File: src/rtl/bsfir_pkg.sv
package bsfir_pkg;

    localparam int NTAPS = 4;

    // slots per frame: product needs 2W bits, four-term sum two more
    function automatic int frame_bits(input int w);
        return 2 * w + 2;
    endfunction

    function automatic int slot_cnt_bits(input int w);
        return $clog2(2 * w + 2);
    endfunction

    typedef struct packed {
        logic live;     // cycle belongs to a frame
        logic first;    // slot 0 of the frame
        logic data_ok;  // slot index below W (sample bit, not padding)
    } slot_t;

endpackage

File: src/rtl/bsfir_framer.sv
module bsfir_framer
    import bsfir_pkg::*;
#(
    parameter int W = 4
) (
    input  logic  clk,
    input  logic  rst,
    input  logic  x_start,
    output slot_t slot
);
    localparam int F  = frame_bits(W);
    localparam int CW = slot_cnt_bits(W);

    logic [CW-1:0] cnt;
    logic          run;
    logic [CW-1:0] idx;

    always_comb begin
        idx          = x_start ? '0 : cnt;
        slot.live    = x_start | run;
        slot.first   = x_start;
        slot.data_ok = (x_start | run) && (idx < CW'(W));
    end

    always_ff @(posedge clk) begin
        if (rst) begin
            run <= 1'b0;
            cnt <= '0;
        end else if (x_start) begin
            run <= 1'b1;
            cnt <= CW'(1);
        end else if (run) begin
            if (cnt == CW'(F - 1)) begin
                run <= 1'b0;
                cnt <= '0;
            end else begin
                cnt <= cnt + CW'(1);
            end
        end
    end
endmodule

File: src/rtl/bsfir_sp_mult.sv
module bsfir_sp_mult #(
    parameter int W = 4
) (
    input  logic         clk,
    input  logic         rst,
    input  logic         live,
    input  logic         first,
    input  logic         x_in,
    input  logic [W-1:0] coef,
    output logic         p_bit
);
    logic [W-1:0] acc;
    logic [W-1:0] base;
    logic [W:0]   tmp;

    always_comb begin
        base  = first ? '0 : acc;
        tmp   = {1'b0, base} + (x_in ? {1'b0, coef} : '0);
        p_bit = tmp[0];
    end

    always_ff @(posedge clk) begin
        if (rst)       acc <= '0;
        else if (live) acc <= tmp[W:1];
    end
endmodule

File: src/rtl/bsfir_serial_add.sv
module bsfir_serial_add (
    input  logic clk,
    input  logic rst,
    input  logic live,
    input  logic first,
    input  logic a,
    input  logic b,
    output logic s
);
    logic cy;
    logic cin;

    always_comb begin
        cin = first ? 1'b0 : cy;
        s   = a ^ b ^ cin;
    end

    always_ff @(posedge clk) begin
        if (rst)       cy <= 1'b0;
        else if (live) cy <= (a & b) | (a & cin) | (b & cin);
    end
endmodule

File: src/rtl/bsfir_delay.sv
module bsfir_delay #(
    parameter int F = 10
) (
    input  logic clk,
    input  logic rst,
    input  logic live,
    input  logic din,
    output logic dout
);
    logic [F-1:0] sr;

    assign dout = sr[0];

    always_ff @(posedge clk) begin
        if (rst)       sr <= '0;
        else if (live) sr <= {din, sr[F-1:1]};
    end
endmodule

File: src/rtl/bsfir4.sv
module bsfir4
    import bsfir_pkg::*;
#(
    parameter int W = 4
) (
    input  logic               clk,
    input  logic               rst,
    input  logic               x_start,
    input  logic               x_bit,
    input  logic               coef_load,
    input  logic [NTAPS*W-1:0] coef_bus,
    output logic               y_start,
    output logic               y_valid,
    output logic               y_bit
);
    localparam int F = frame_bits(W);

    slot_t              slot;
    logic               busy;
    logic               tap_bit  [NTAPS];
    logic               prod_bit [NTAPS];
    logic               pair_sum [NTAPS/2];
    logic               sum_bit;
    logic [NTAPS*W-1:0] coef_flat;

    bsfir_framer #(.W(W)) u_framer (
        .clk     (clk),
        .rst     (rst),
        .x_start (x_start),
        .slot    (slot)
    );

    assign busy       = slot.live;
    assign tap_bit[0] = slot.data_ok & x_bit;

    for (genvar d = 1; d < NTAPS; d++) begin : g_delay
        bsfir_delay #(.F(F)) u_dly (
            .clk  (clk),
            .rst  (rst),
            .live (slot.live),
            .din  (tap_bit[d-1]),
            .dout (tap_bit[d])
        );
    end

    for (genvar t = 0; t < NTAPS; t++) begin : g_tap
        logic [W-1:0] coef_q;

        always_ff @(posedge clk) begin
            if (rst)                   coef_q <= '0;
            else if (coef_load && !busy) coef_q <= coef_bus[t*W +: W];
        end

        assign coef_flat[t*W +: W] = coef_q;

        bsfir_sp_mult #(.W(W)) u_mul (
            .clk   (clk),
            .rst   (rst),
            .live  (slot.live),
            .first (slot.first),
            .x_in  (tap_bit[t]),
            .coef  (coef_q),
            .p_bit (prod_bit[t])
        );
    end

    for (genvar p = 0; p < NTAPS/2; p++) begin : g_pair
        bsfir_serial_add u_add (
            .clk   (clk),
            .rst   (rst),
            .live  (slot.live),
            .first (slot.first),
            .a     (prod_bit[2*p]),
            .b     (prod_bit[2*p+1]),
            .s     (pair_sum[p])
        );
    end

    bsfir_serial_add u_add_final (
        .clk   (clk),
        .rst   (rst),
        .live  (slot.live),
        .first (slot.first),
        .a     (pair_sum[0]),
        .b     (pair_sum[1]),
        .s     (sum_bit)
    );

    always_ff @(posedge clk) begin
        if (rst) begin
            y_start <= 1'b0;
            y_valid <= 1'b0;
            y_bit   <= 1'b0;
        end else begin
            y_start <= slot.first;
            y_valid <= slot.live;
            y_bit   <= slot.live & sum_bit;
        end
    end
endmodule

File: config.mk
export PLATFORM = sky130hd
export DESIGN_NAME = bsfir4
export DESIGN_NICKNAME = d
export VERILOG_FILES = /design/src/rtl/bsfir_pkg.sv /design/src/rtl/bsfir_framer.sv /design/src/rtl/bsfir_sp_mult.sv /design/src/rtl/bsfir_serial_add.sv /design/src/rtl/bsfir_delay.sv /design/src/rtl/bsfir4.sv
export SDC_FILE = /design/constraint.sdc
export NUM_CORES = 1
export LEC_CHECK = 0
export ABC_AREA = 1
export BUFFER_PORTS_ARGS = -buffer_cell sky130_fd_sc_hd__buf_2
export CAP_MARGIN = 20
export CORE_ASPECT_RATIO = 1.5
export CORE_MARGIN = 8
export CORE_UTILIZATION = 54
export DETAILED_ROUTE_END_ITERATION = 6
export GPL_ROUTABILITY_DRIVEN = 0
export PLACE_DENSITY = 0.81
export SYNTH_ARGS = -nofsm -noshare
export SYNTH_HDL_FRONTEND = slang
export SYNTH_SLANG_ARGS = --single-unit
File: constraint.sdc
create_clock -name clk -period 2.1 [get_ports clk]
set_input_delay 0.105 -clock clk [delete_from_list [all_inputs] [get_ports clk]]
set_output_delay 0.105 -clock clk [all_outputs]
set_load 0.05 [all_outputs]
### Word-level counts from Yosys, hierarchy flattened

Cells that the tools add are included.

* word-level logic and storage cells: 74
* register bits after elaboration: 73
* bits of input ports: 21

* magnitude comparators: 1
* add/subtract/negate cells: 5
* reductions and logical operators: 5
* multiplexer cells: 18
* bitwise logic cells: 24
* equality and inequality tests: 1

Operators by type and width (count)
* $mux 4: 10
* $add 4x5->5: 4
* $and 1x1->1: 11
* $mux 1: 8
* $or 1x1->1: 7
* $xor 1x1->1: 6
* $add 4x1->4 const B: 1
* $eq 4x4->1 const B: 1
* $lt 4x3->1 const B: 1
* $logic_and 1x1->1: 2
* $reduce_bool 2->1: 1
* $reduce_or 2->1: 1
* $logic_not 1->1: 1

### Logic depth before layout (Yosys ltp)

* word-level depth: 11
* gate-level depth with buffers: 12
* mapped depth without buffers: 11

### Modules after synthesis

A second synthesis with hierarchy kept.

* cells, all modules: 600
* area, all modules: 3925.0 um2

By module, submodules not included
* bsfir_sp_mult: sequential area each 80.1 um2, times used 4, area each 344.1 um2, cells each 55
* bsfir_delay: sequential area each 200.2 um2, times used 3, area each 419.2 um2, cells each 63
* bsfir4: sequential area each 380.4 um2, times used 1, area each 789.5 um2, cells each 115
* bsfir_framer: sequential area each 100.1 um2, times used 1, area each 269.0 um2, cells each 40
* bsfir_serial_add: sequential area each 20.0 um2, times used 3, area each 77.6 um2, cells each 12

### Least setup slack after synthesis

Ideal clock, no wire load.

* path type: reg-to-reg
* from: register u_framer.run
* to: register u_add_final.cy
* setup slack: -0.252 ns
* data arrival time: 2.235 ns
* stages on the path, launching flop included: 11
* required time: 1.983 ns
* period minus slack after synthesis: 2.352 ns
* cells stage by stage: dfxtp_1 -> nor2_4 -> inv_2 -> nand3_1 -> nor2_1 -> ha_1 -> inv_1 -> fa_1 -> inv_1 -> fa_1 -> a22o_1

* word-level cells in the longest chain between the ends: 10

Ends and longest elaborated chain
* start, declared: line bsfir_framer.sv:15 `logic run;`
* start signal, assigned: line bsfir_framer.sv:27 `run <= 1'b0;`
* start signal, assigned: line bsfir_framer.sv:30 `run <= 1'b1;`
* start signal, assigned: line bsfir_framer.sv:34 `run <= 1'b0;`
* $or 1x1->1 *: line bsfir_framer.sv:20, bsfir_framer.sv:22
* $logic_and 1x1->1: line bsfir_framer.sv:22 `slot.data_ok = (x_start | run) && (idx < CW'(W));`
* $and 1x1->1: line bsfir4.sv:34 `assign tap_bit[0] = slot.data_ok & x_bit;`
* $mux 4: line bsfir_sp_mult.sv:18 `tmp = {1'b0, base} + (x_in ? {1'b0, coef} : '0);`
* $add 4x5->5: line bsfir_sp_mult.sv:18
* $xor 1x1->1 (2 in series): line bsfir_serial_add.sv:15 `s = a ^ b ^ cin;`
* $and 1x1->1: line bsfir_serial_add.sv:20 `else if (live) cy <= (a & b) | (a & cin) | (b & cin);`
* $or 1x1->1 (2 in series): line bsfir_serial_add.sv:20
* end signal, assigned: line bsfir_serial_add.sv:20
* end, declared: line bsfir_serial_add.sv:10 `logic cy;`

Mark *: on every way between the ends. The rest lies on a longest branch, timed or not.
A chain may end at the register's enable or synchronous reset.

### Final worst setup path

* from: register u_framer.cnt[2]
* to: register y_bit

* word-level cells in the longest chain between the ends: 11

Ends and longest elaborated chain
* start, declared: line bsfir_framer.sv:14 `logic [CW-1:0] cnt;`
* start signal, assigned: line bsfir_framer.sv:37 `cnt <= cnt + CW'(1);`
* $mux 4: line bsfir_framer.sv:19 `idx = x_start ? '0 : cnt;`
* $lt 4x3->1: line bsfir_framer.sv:22
* $logic_and 1x1->1: line bsfir_framer.sv:22
* $and 1x1->1: line bsfir4.sv:34
* $mux 4: line bsfir_sp_mult.sv:18
* $add 4x5->5: line bsfir_sp_mult.sv:18
* $xor 1x1->1 (4 in series): line bsfir_serial_add.sv:15
* $and 1x1->1: line bsfir4.sv:97 `y_bit <= slot.live & sum_bit;`
* end signal, assigned: line bsfir4.sv:97
* end, declared: line bsfir4.sv:14 `output logic y_bit`

No other way between the ends.

==> metrics.txt <==
result of the run=finished with violations; failing checks=negative setup slack; first drt pass iteration count=4; Max clock buf depth=2; minimum clock period=2170 ps; fraction of layout cells with a size suffix above 1=13.4%; CP required=2380 ps; RSZ-0062 raised after global routing=true; Setup Skew=9.04 ps; Final Max Slew Viols=0; Data arrival, critical path=2450 ps; Reg clk slew, reported paths=70 ps; cts hold-fix bufs=0; Row Count=35; Syn Inst Count=465; Syn. warnings=0; clock share of power=37.0%; final worst slack=-69.6 ps; Root Buffer=clkbuf_8; Sw Share=25.8%; core area=0.00613 mm2; global-route wire length before repair=12.0 mm; Setup crit start=u_framer.cnt[2]$_SDFFE_PP0P_; GRT overflow=0; initial core utilization=55.5%; via count=2887; Internal=0.00216 W; VDD IR max=0.000581 V; Flop pwr share=51.7%; Iter 0 DRT Violations=164; synthesized area=0.00340 mm2; switching power=0.000754 W; Nets=538; H-tree levels=3; CTS tree=done; Final Power=0.00292 W; io pins=24; Mapped Nets=509; crit end category=flip-flop; Static Leak=1.84 nW; HPWL Detailed=4.77 mm; via density per instance=5.04; Worst-Skew Late Latency=340 ps; Setup Viol. Count Final=1; CTS Buf Count=9; fill cell count=523; reg2reg start=u_framer.cnt[2]$_SDFFE_PP0P_; worst slew pin tran=431 ps; # Max-Cap Violations=0; die area=0.00915 mm2; Netlist cell types=25; TNS Setup=-69.6 ps; Gate power share=11.3%; Crit Path Class=flip-flop to flip-flop; I/O Buffers=23; Hold Path Class=primary input to flip-flop; Die Y=113 um; Detailed Route WL=6.96 mm; crit path launch type=flip-flop; Clock Sinks=73; min-delay src=coef_bus[8]; Antenna Nets Post-Route=0; Fin. Hold Viols=0; Die Wd=80.8 um; number of diodes=0; pin count of the biggest net entering global routing=55; antenna violations before repair=0; PD cells=758 mW/mm2; Fmax=461 MHz; register area share after synthesis=42.9%; vias in the first global route=2870; Worst slew margin=71.3%; syn_area_per_cell=7.32 um2; average wire per cell in the routed design=12.1 um; final worst path period share=103%; area grow syn2layout=13.1%; critical path peak fanout=2; drc violations=0; Hold WS=21.5 ps; Total GRT Usage=16.2%; Seq cells post-synth=73
==> repair_timing <==
item                                    4_1_cts  5_1_grt
setup buffers                                 0        1
gates resized for setup                       3        5
endpoints found under the hold margin         0        0
pin swaps                                     2        2
endpoints found under the setup margin        2        5
==> path summary, 6_finish.rpt <==
check / end / slack [ps] / depth (start not counted)
min: g_tap[2].coef_q[0]$_SDFFE_PP0P_ / 20 / 3
min reg2reg: g_tap[0].coef_q[2]$_SDFFE_PP0P_ / 460 / 2
max: y_bit$_SDFF_PP0_ / -70 / 10
max reg2reg: y_bit$_SDFF_PP0_ / -70 / 10
==> power groups by stage <==
stage	clock network [W]	logic, W	registers (W)
6_report	0.00108	0.000329	0.00151
2_1_floorplan	0	0.000219	0.00155
5_1_grt	0.00116	0.000373	0.00152
4_1_cts	0.00110	0.000324	0.00151
3_3_place_gp	0	0.000308	0.00154
3_5_place_dp	0	0.000321	0.00154
==> state kept, by name, summed over array words and instances, names as in the netlist <==
name              count
y_start               1
g_delay.u_dly.sr     30
g_pair.u_add.cy       2
g_tap.u_mul.acc      16
u_framer.cnt          4
y_bit                 1
u_add_final.cy        1
y_valid               1
u_framer.run          1
g_tap.coef_q         16
==> cell families after synthesis <==
group                    count (synthesis)  synth area share [%]
AO/OA/AOI/OAI                           90                  13.5
XOR/XNOR                                 3                 0.772
adder cells (fa/ha/maj)                 23                  10.0
buffers and inverters                   82                  10.4
flip-flops                              73                  42.9
AND/OR/NAND/NOR                        194                  22.4
==> layout make-up <==
cell class | instances | area, um2 | share of cell area [%]
Multi-Input combinational cell | 310 | 1630 | 42.3
Sequential cell | 73 | 1470 | 38.0
Clock buffer | 11 | 141 | 3.67
Inverter | 62 | 235 | 6.11
Timing Repair Buffer | 38 | 234 | 6.08
Tap cell | 74 | 92.6 | 2.40
Clock inverter | 5 | 55.1 | 1.43
==> critical path, stage by stage, from the launching register on <==
cell and delay (ps):
dfxtp_1 340, o21ai_2 210, nand3_4 110, nor2_4 110, ha_4 140, inv_2 30, fa_1 480, inv_2 40
fa_2 520, nand2_1 50, nor2_1 80
==> per-stage QoR <==
step                area, um2  std cells  worst slack (ps)  utilization, %
finish                   3850        573             -69.6            62.8
global route             3850        573              -145            62.8
CTS                      3810        572              -100            62.2
detailed placement       3610        556              -212            58.9
global placement         3610        556             -83.9            58.9
floorplan                3420        465              -104               -
==> Yosys cell counts (all sizes together) <==
master / n / share of area [%]
nor2: 117 / 13
or2: 2 / 0.37
a21oi: 26 / 3.8
dfxtp: 73 / 43
xnor2: 2 / 0.51
inv: 62 / 6.9
o22ai: 1 / 0.18
nand4: 1 / 0.18
buf: 12 / 2.6
clkbuf: 8 / 0.88
ha: 16 / 5.9
xor2: 1 / 0.26
a22o: 2 / 0.51
fa: 7 / 4.1
nand2: 60 / 6.7
nand3: 14 / 2.1
o21ai: 61 / 9.0
==> layer usage <==
layer	global-route usage, %	vias up	part of all wire (%)
li1	-	1507	-
met1	17.8	1299	44
met2	27.4	63	49
met3	3.10	18	4.8
met4	10.2	0	2.6
met5	0	-	0
==> placed cells by master (no fill, tap or decap), types with 11 or more instances in the layout <==
master,synthesis,layout
ha_1,16,15
clkbuf_8,0,11
buf_2,5,23
a21oi_1,26,26
inv_1,60,58
nand2_1,59,59
nand3_1,14,13
dfxtp_1,73,72
buf_4,2,14
nor2_1,116,115
o21ai_0,58,57
(Power assumes the default switching activity.)
